### src/rtl/opsh_pkg.sv
package opsh_pkg;
  localparam int OPND_W = 32;
  localparam int AMT_W  = 8;
  localparam int IMM_W  = 8;
  localparam int SH_W   = $clog2(OPND_W) + 1;

  localparam int IMM_SEL_BIT = 25;
  localparam int BY_REG_BIT  = 4;
  localparam int BAD_BIT     = 7;

  typedef enum logic [1:0] {
    SH_LSL = 2'b00,
    SH_LSR = 2'b01,
    SH_ASR = 2'b10,
    SH_ROR = 2'b11
  } shKind_e;

  typedef struct packed {
    shKind_e          kind;
    logic [AMT_W-1:0] amt;
    logic [IMM_W-1:0] imm8;
    logic             useImm;
    logic             rrx;
  } shCtl_t;
endpackage

### src/rtl/opsh_ctl.sv
module opsh_ctl
  import opsh_pkg::*;
(
  input  logic [OPND_W-1:0] instr,
  input  logic [AMT_W-1:0]  rsByte,
  output shCtl_t            ctl,
  output logic              badEnc
);
  logic            useImm;
  logic            byReg;
  logic [SH_W-1:0] immAmt;
  logic [4:0]      amtField;

  assign useImm   = instr[IMM_SEL_BIT];
  assign byReg    = ~useImm & instr[BY_REG_BIT];
  assign badEnc   = byReg & instr[BAD_BIT];
  assign amtField = instr[11:7];

  always_comb begin
    ctl        = '0;
    ctl.imm8   = instr[7:0];
    ctl.useImm = useImm;
    immAmt     = '0;
    if (useImm) begin
      ctl.kind = SH_ROR;
      immAmt   = {1'b0, instr[11:8], 1'b0};
    end else begin
      ctl.kind = shKind_e'(instr[6:5]);
      immAmt   = {1'b0, amtField};
      if (!byReg && amtField == 5'd0) begin
        unique case (ctl.kind)
          SH_LSR, SH_ASR: immAmt = SH_W'(OPND_W);
          SH_ROR:         ctl.rrx = 1'b1;
          default:        immAmt = '0;
        endcase
      end
    end
    ctl.amt = byReg ? rsByte : AMT_W'(immAmt);
  end
endmodule

### src/rtl/opsh_dp.sv
module opsh_dp
  import opsh_pkg::*;
(
  input  shCtl_t            ctl,
  input  logic [OPND_W-1:0] rmVal,
  input  logic              carryIn,
  output logic [OPND_W-1:0] result,
  output logic              carryOut
);
  localparam int LG = $clog2(OPND_W);

  logic [OPND_W-1:0]   val;
  logic [2*OPND_W-1:0] dbl;
  logic [2*OPND_W-1:0] rotd;
  logic [OPND_W:0]     ext;
  logic [LG-1:0]       rot;

  always_comb begin
    val      = ctl.useImm ? OPND_W'(ctl.imm8) : rmVal;
    dbl      = {val, val};
    rot      = ctl.amt[LG-1:0];
    rotd     = dbl >> rot;
    ext      = '0;
    result   = val;
    carryOut = carryIn;
    if (ctl.rrx) begin
      result   = {carryIn, val[OPND_W-1:1]};
      carryOut = val[0];
    end else if (ctl.amt != '0) begin
      unique case (ctl.kind)
        SH_LSL: begin
          ext = {1'b0, val} << ctl.amt;
          {carryOut, result} = ext;
        end
        SH_LSR: begin
          ext = {val, 1'b0} >> ctl.amt;
          {result, carryOut} = ext;
        end
        SH_ASR: begin
          ext = $signed({val, 1'b0}) >>> ctl.amt;
          {result, carryOut} = ext;
        end
        default: begin
          result   = rotd[OPND_W-1:0];
          carryOut = rotd[OPND_W-1];
        end
      endcase
    end
  end
endmodule

### src/rtl/operand_shifter.sv
module operand_shifter
  import opsh_pkg::*;
#(
  parameter bit OUT_REG = 1'b1
) (
  input  logic              clk,
  input  logic              rstN,
  input  logic [OPND_W-1:0] instr,
  input  logic [OPND_W-1:0] rmVal,
  input  logic [AMT_W-1:0]  rsByte,
  input  logic              carryIn,
  output logic [OPND_W-1:0] shOperand,
  output logic              shCarry,
  output logic              badEncoding
);
  shCtl_t            ctl;
  logic              badComb;
  logic [OPND_W-1:0] resComb;
  logic              carryComb;

  opsh_ctl u_ctl (
    .instr (instr),
    .rsByte(rsByte),
    .ctl   (ctl),
    .badEnc(badComb)
  );

  opsh_dp u_dp (
    .ctl     (ctl),
    .rmVal   (rmVal),
    .carryIn (carryIn),
    .result  (resComb),
    .carryOut(carryComb)
  );

  generate
    if (OUT_REG) begin : g_reg
      always_ff @(posedge clk or negedge rstN) begin
        if (!rstN) begin
          shOperand   <= '0;
          shCarry     <= 1'b0;
          badEncoding <= 1'b0;
        end else begin
          shOperand   <= resComb;
          shCarry     <= carryComb;
          badEncoding <= badComb;
        end
      end
    end else begin : g_comb
      assign shOperand   = resComb;
      assign shCarry     = carryComb;
      assign badEncoding = badComb;
    end
  endgenerate
endmodule

### config.mk
export PLATFORM = sky130hd
export DESIGN_NAME = operand_shifter
export DESIGN_NICKNAME = d
export VERILOG_FILES = /design/src/rtl/opsh_pkg.sv /design/src/rtl/opsh_ctl.sv /design/src/rtl/opsh_dp.sv /design/src/rtl/operand_shifter.sv
export SDC_FILE = /design/constraint.sdc
export NUM_CORES = 1
export LEC_CHECK = 0
export ABC_AREA = 1
export BUFFER_PORTS_ARGS = -buffer_cell sky130_fd_sc_hd__buf_2
export CAP_MARGIN = 40
export CORE_MARGIN = 1
export CORE_UTILIZATION = 41
export CTS_CLUSTER_SIZE = 24
export DETAILED_ROUTE_END_ITERATION = 10
export PLACE_DENSITY_LB_ADDON = 0.1
export SLEW_MARGIN = 30
export SYNTH_ARGS = -nofsm -noshare
export SYNTH_HDL_FRONTEND = slang
export SYNTH_HIERARCHICAL = 1
export SYNTH_SLANG_ARGS = --single-unit
### constraint.sdc
create_clock -name clk -period 0.8 [get_ports clk]
set_clock_uncertainty 0.15 [all_clocks]
set_input_delay 0.12 -clock clk [delete_from_list [all_inputs] [get_ports clk]]
set_output_delay 0.12 -clock clk [all_outputs]
set_load 0.01 [all_outputs]
==> results of run 1 <==
## cell usage after synthesis, drive strengths merged, types with 2 or more instances
cell / number
nand3: 360
nor3: 5
or2: 4
a21oi: 60
nand2: 655
dfrtp: 34
o31ai: 2
a21boi: 2
clkbuf: 24
a31oi: 7
mux2i: 6
o21ai: 88
nand3b: 3
inv: 85
buf: 84
nor2: 82
o211ai: 13
nand4: 16
ha: 2
and2: 2
## per-layer routing
layer	track usage [%]	overflow
met2	90.2	34
met3	47.9	0
met4	61.0	29
met5	14.3	0
met1	73.1	1
## cell families after synthesis
group                    count (synthesis)  synth area share, %
multiplexers                             6                0.777
AO/OA/AOI/OAI                          176                 12.7
adder cells (fa/ha/maj)                  2                0.324
buffers and inverters                  193                 11.8
AND/OR/NAND/NOR                       1128                 63.4
flip-flops                              34                 11.0
## what timing repair did
action | CTS
buffers inserted | 31
pin swaps | 50
hold buffers | 1
cloned | 4
gates resized for setup | 235
endpoints found under the setup margin | 67
hold endpoints to repair | 37
## metrics by stage
stage / hold WS [ns] / std cells
2_1_floorplan: -0.326 / 1539
3_3_place_gp: -0.0474 / 2143
3_5_place_dp: -0.0427 / 2143
4_1_cts: -0.0725 / 2185
==> impl_table.tex, run 1 <==
\begin{tabular}{lr}
\hline
Metric & Value \\
\hline
\multicolumn{2}{l}{\textbf{Status}} \\
\quad Result of the run & did not finish \\
\quad Last step reached & 5\_1\_grt \\
\quad Error that ended the run & [ERROR GRT-0232] Routing congestion too high. Check the congestion heatmap in the GUI. \\
\multicolumn{2}{l}{\textbf{Clocking}} \\
\quad Clock buffer count from CTS & 5 \\
\quad H-Tree Depth & 2 \\
\quad Number of sinks driven by the clock tree & 34 \\
\quad Clock Path Buffers & 2 \\
\quad Cell at the root of the clock tree & sky130\_fd\_sc\_hd\_\_clkbuf\_16 \\
\multicolumn{2}{l}{\textbf{Floorplanning}} \\
\quad Die Ht & 139 um \\
\quad Starting Density & 42.4\% \\
\quad Width of the die & 139 um \\
\quad Number of I/O pins & 109 \\
\quad \# rows & 49 \\
\multicolumn{2}{l}{\textbf{Global routing}} \\
\quad GR Overflow Total & 64 \\
\quad Pin count of the biggest net entering global routing & 35 \\
\quad Overall track demand over capacity in global routing & $\sim$69\% \\
\multicolumn{2}{l}{\textbf{Placed design}} \\
\quad Worst slack, placed & -2.08 ns \\
\quad Port Buf Inserts & 89 \\
\quad Routability cong. & between 1 and 1.5 \\
\quad Detail Placement HPWL & 40.0 mm \\
\quad Placed instance area & 11400 um2 \\
\multicolumn{2}{l}{\textbf{Logic synthesis}} \\
\quad Async set-or-reset flop fraction in the synthesized netlist & 100\% \\
\quad Top\_reg\_cell synth & sky130\_fd\_sc\_hd\_\_dfrtp\_1 \\
\quad Portion of the post-synthesis area used by sequential elements & 11.0\% \\
\quad Most area-consuming cells after synthesis & sky130\_fd\_sc\_hd\_\_nand2\_1, sky130\_fd\_sc\_hd\_\_nand3\_1, sky130\_fd\_sc\_hd\_\_dfrtp\_1, sky130\_fd\_sc\_hd\_\_a21oi\_1, sky130\_fd\_sc\_hd\_\_nor2\_1 \\
\quad Cell taking the most area after synthesis & sky130\_fd\_sc\_hd\_\_nand2\_1 \\
\quad Synthesis-stage register bit count & 34 \\
\quad Count of cell types in the netlist & 42 \\
\quad Cell count after synthesis & 1539 \\
\quad Synth top area share & 30.6\% \\
\quad Average cell area after synthesis & around 5 um2 \\
\quad Number of warnings reported in the yosys synthesis log & 6 \\
\quad Number of flops mapped to enable cells by yosys & 0 \\
\quad Post-synthesis instance area & 7730 um2 \\
\quad Nets in the synthesized netlist & 1616 \\
\multicolumn{2}{l}{\textbf{STA}} \\
\quad Worst\_ep kind & register data pin \\
\quad GRT worst endpoint & shOperand[28]\$\_DFF\_PN0\_/D \\
\hline
\end{tabular}
==> run 2: changes to the inputs <==
CORE_UTILIZATION = 26   (was 41)
CTS_CLUSTER_SIZE = unset   (was 24)
PLACE_DENSITY_LB_ADDON = 0.15   (was 0.1)
==> run 2 against run 1 <==
Against the previous run:
- the flow now finishes, with violations (negative hold slack, negative setup slack)
- area after synthesis unchanged
- synthesized cell count unchanged
==> impl_table.tex, run 2 <==
\begin{tabular}{lr}
\hline
Metric & Value \\
\hline
\multicolumn{2}{l}{\textbf{Finish}} \\
\quad Most common cell after layout, fill and taps aside & sky130\_fd\_sc\_hd\_\_nand2\_1 \\
\quad Registers with the most flip-flops & shOperand x32, badEncoding x1, shCarry x1 \\
\quad Biggest register & shOperand \\
\quad Number of antenna repair diodes & 0 \\
\quad Final standard cell utilization of the core & 50.3\% \\
\quad Number of fill cells & 3110 \\
\quad Most frequent cells in the layout & sky130\_fd\_sc\_hd\_\_nand2\_1, sky130\_fd\_sc\_hd\_\_buf\_4, sky130\_fd\_sc\_hd\_\_nand3\_1, sky130\_fd\_sc\_hd\_\_nand2\_2, sky130\_fd\_sc\_hd\_\_nand3\_2 \\
\quad Area growth from synthesis to layout & 88.2\% \\
\quad Share of layout cells above drive strength 1 & 51.8\% \\
\quad Layout Cells excl Fill & 2344 \\
\quad Max FFs per register & 32 \\
\quad Number of nets in the finished design & 2036 \\
\multicolumn{2}{l}{\textbf{Worst setup path}} \\
\quad Cell Chain, Critical Path & buf\_12, inv\_16, nand2\_8, inv\_8, nand2\_4, o31ai\_4, buf\_12, buf\_6, buf\_6, buf\_12, buf\_16, nand2\_2, nand3\_2, nand3\_2, nand2\_2, nand2\_1, nand2\_1, nand2\_1, nand3\_1, nand2\_1, nand2\_1, nand3\_1, nand2\_1, nand2\_1 \\
\quad Arrival @ worst endpoint & 2.32 ns \\
\quad Kind of capture point of the worst setup path & flop \\
\quad WS Path Type & in2reg \\
\quad Most used cell, CP & sky130\_fd\_sc\_hd\_\_nand2\_1 \\
\quad Highest-delay cell along the critical path & sky130\_fd\_sc\_hd\_\_buf\_12 \\
\quad Nature of the critical path startpoint & primary input \\
\quad Crit path largest cell delay & 0.16 ns \\
\quad Data required, critical path & 0.80 ns \\
\quad Maximum fanout along the worst path & 5 \\
\multicolumn{2}{l}{\textbf{Floorplanning}} \\
\quad Starting Density & 26.7\% (-16 points) \\
\quad Area of the die & a little over 30000 um2 \\
\quad Number of I/O pins & 109 (unchanged) \\
\quad \# rows & 62 (+27\%) \\
\quad Die Ht & 174 um (+25\%) \\
\quad Core Area & about 29000 um2 \\
\quad Width of the die & 174 um (+25\%) \\
\multicolumn{2}{l}{\textbf{Drt}} \\
\quad Total Routed Length & 60.3 mm \\
\quad Number of DRC violations after detailed-routing iteration 0 & 1497 \\
\quad Number of nets still failing antenna checks after routing & 0 \\
\quad Remaining design rule violation count & 0 \\
\quad Via density per instance & roughly 5.5 \\
\quad Number of iterations in the first detailed-routing pass & 6 \\
\quad Count of vias placed by the detailed router & 12998 \\
\quad DR WL/cell & 25.7 um \\
\multicolumn{2}{l}{\textbf{Global routing}} \\
\quad Global-route wire length before repair & 85.2 mm \\
\quad Vias in the first global route & 12329 \\
\quad GR Overflow Total & 0 \\
\quad Overall track demand over capacity in global routing & 38.9\% \\
\quad Initial antenna violation count & 1 \\
\quad Pin count of the biggest net entering global routing & 31 \\
\multicolumn{2}{l}{\textbf{Status}} \\
\quad Failing checks & negative hold slack, negative setup slack \\
\quad Result of the run & finished with violations \\
\multicolumn{2}{l}{\textbf{Logic synthesis}} \\
\quad Most common library cells after synthesis & sky130\_fd\_sc\_hd\_\_nand2\_1, sky130\_fd\_sc\_hd\_\_nand3\_1, sky130\_fd\_sc\_hd\_\_nor2\_1 \\
\quad Post-synthesis instance area & 7730 um2 (unchanged) \\
\quad Nets in the synthesized netlist & 1616 (unchanged) \\
\quad Number of flops mapped to enable cells by yosys & 0 (unchanged) \\
\quad Most common cell in the netlist & sky130\_fd\_sc\_hd\_\_nand2\_1 \\
\quad Async set-or-reset flop fraction in the synthesized netlist & 100\% (unchanged) \\
\quad Portion of the post-synthesis area used by sequential elements & 11.0\% (unchanged) \\
\quad Cell count after synthesis & 1539 (unchanged) \\
\quad Synthesis-stage register bit count & 34 (unchanged) \\
\quad Synth top area share & 30.6\% (unchanged) \\
\quad Top\_reg\_cell synth & sky130\_fd\_sc\_hd\_\_dfrtp\_1 \\
\quad Number of warnings reported in the yosys synthesis log & 6 (unchanged) \\
\quad Average cell area after synthesis & 5.02 um2 (unchanged) \\
\quad Cell taking the most area after synthesis & sky130\_fd\_sc\_hd\_\_nand2\_1 \\
\quad Count of cell types in the netlist & 42 (unchanged) \\
\quad Most area-consuming cells after synthesis & sky130\_fd\_sc\_hd\_\_nand2\_1, sky130\_fd\_sc\_hd\_\_nand3\_1, sky130\_fd\_sc\_hd\_\_dfrtp\_1, sky130\_fd\_sc\_hd\_\_a21oi\_1, sky130\_fd\_sc\_hd\_\_nor2\_1 \\
\multicolumn{2}{l}{\textbf{Clocking}} \\
\quad Cell at the root of the clock tree & sky130\_fd\_sc\_hd\_\_clkbuf\_16 \\
\quad H-Tree Depth & 2 (unchanged) \\
\quad Hold buffer count at CTS & 1 (unchanged) \\
\quad Clock buffer count from CTS & 5 (unchanged) \\
\quad Clock Path Buffers & 2 (unchanged) \\
\quad Number of sinks driven by the clock tree & 34 (unchanged) \\
\quad Clk slew on worst S/H paths & 0.07 ns \\
\quad TritonCTS clock tree & yes \\
\multicolumn{2}{l}{\textbf{STA}} \\
\quad Worst hold margin & -0.377 ns \\
\quad Final worst-path setup slack & -1.53 ns \\
\quad Minimum clock period after layout & 2.33 ns \\
\quad Fmax & 0.430 GHz \\
\quad Tightest slew margin relative to the limit & 50.6\% \\
\quad Final hold violation count & 37 \\
\quad Number of setup violations in the final report & 67 \\
\quad Pins over their slew limit & 0 \\
\quad RSZ-0062 raised after global routing & yes \\
\quad Post-route fraction of the period consumed by the critical path & 291\% \\
\quad Slew at the pin closest to its max-slew limit & between 0.7 and 0.8 ns \\
\multicolumn{2}{l}{\textbf{Power and ir drop}} \\
\quad Power density over the cells & 1280 nW/um2 \\
\quad Lkg Pwr & about 7.3 nW \\
\quad Total power draw & 18.6 mW \\
\quad IR drop worst, VDD & 1130 uV \\
\multicolumn{2}{l}{\textbf{Placed design}} \\
\quad DP Cell Count & 2306 (+7.6\%) \\
\quad Detail Placement HPWL & 48.4 mm (+21\%) \\
\quad Port Buf Inserts & 89 (unchanged) \\
\quad Routability cong. & 1.01 (-18\%) \\
\multicolumn{2}{l}{\textbf{Run}} \\
\quad Max-cap viol count & 0 \\
\multicolumn{2}{l}{\textbf{Worst hold path}} \\
\quad Type of the worst min-delay path & in2async \\
\hline
\end{tabular}
==> run 2: cell counts after synthesis <==
Identical to the previous run, type by type.
==> run 2: repair_timing <==
action,CTS,global route
hold endpoints to repair,37,36
endpoints found under the setup margin,67,97
gates cloned,8,0
setup buffers,20,7
resized for setup,423,179
pin swaps,132,90
==> run 2: critical path: cells and delay by family <==
kind,cells,cell delay [ns]
AOI/OAI and AO/OA,1,0.06
and+or+nand+nor,15,1.32
buffers and inverters,8,0.81
==> run 2: cell families after synthesis <==
family                   Yosys count  share of synthesized area, %
multiplexers                       6                         0.777
AO/OA/AOI/OAI                    176                          12.7
buffers and inverters            193                          11.8
adder cells (fa/ha/maj)            2                         0.324
AND/OR/NAND/NOR                 1128                          63.4
flip-flops                        34                          11.0
==> run 2: through the flow <==
| step | setup TNS (ns) | hold slack, ns | instance area, um2 | setup slack [ns] |
|---|---|---|---|---|
| finish | -56.22 | -0.377 | 14500 | -1.53 |
| global route | -60.09 | -0.367 | 14500 | -1.62 |
| CTS | -60.09 | -0.105 | 13800 | -1.48 |
| detailed placement | -65.66 | -0.175 | 11600 | -2.27 |
| global placement | -65.57 | -0.179 | 11600 | -2.30 |
| floorplan | -34.46 | -0.326 | 7980 | -1.09 |
==> run 2: layout make-up <==
cell class,instances,area [um2],area share [%]
clock buffers,5,125,0.860
clock inverters,3,68.8,0.473
inverters,85,395,2.72
multi-input cells,1312,8260,56.8
flip-flops and latches,34,851,5.85
well taps,384,480,3.30
repair buffers,520,4360,30.0
repair inverters,1,6.26,0.0430
==> run 2: path summary, 6_finish.rpt <==
check	from	endpoint	slack (ns)	cells past startpoint
min in group clk	carryIn	shOperand[31]	-0.11	3
max in group asynchronous	rstN	shOperand[2]	0.45	3
worst min-delay path	rstN	shOperand[7]	-0.38	2
worst max-delay path	instr[25]	shOperand[14]	-1.53	24
==> run 2: where the power goes <==
part / switching [mW] / internal [mW]
Clock: 0.916 / 1.80
Combinational: 8.32 / 5.41
Sequential: 0.115 / 2.03
Total: 9.35 / 9.24
==> run 2: routing by layer <==
metal	wire length [um]	GRT usage, %
met3	5240	5.40
met2	26000	60.0
met4	3770	20.2
met1	25200	52.4
met5	0	0
Power figures use the tool's default switching activity.
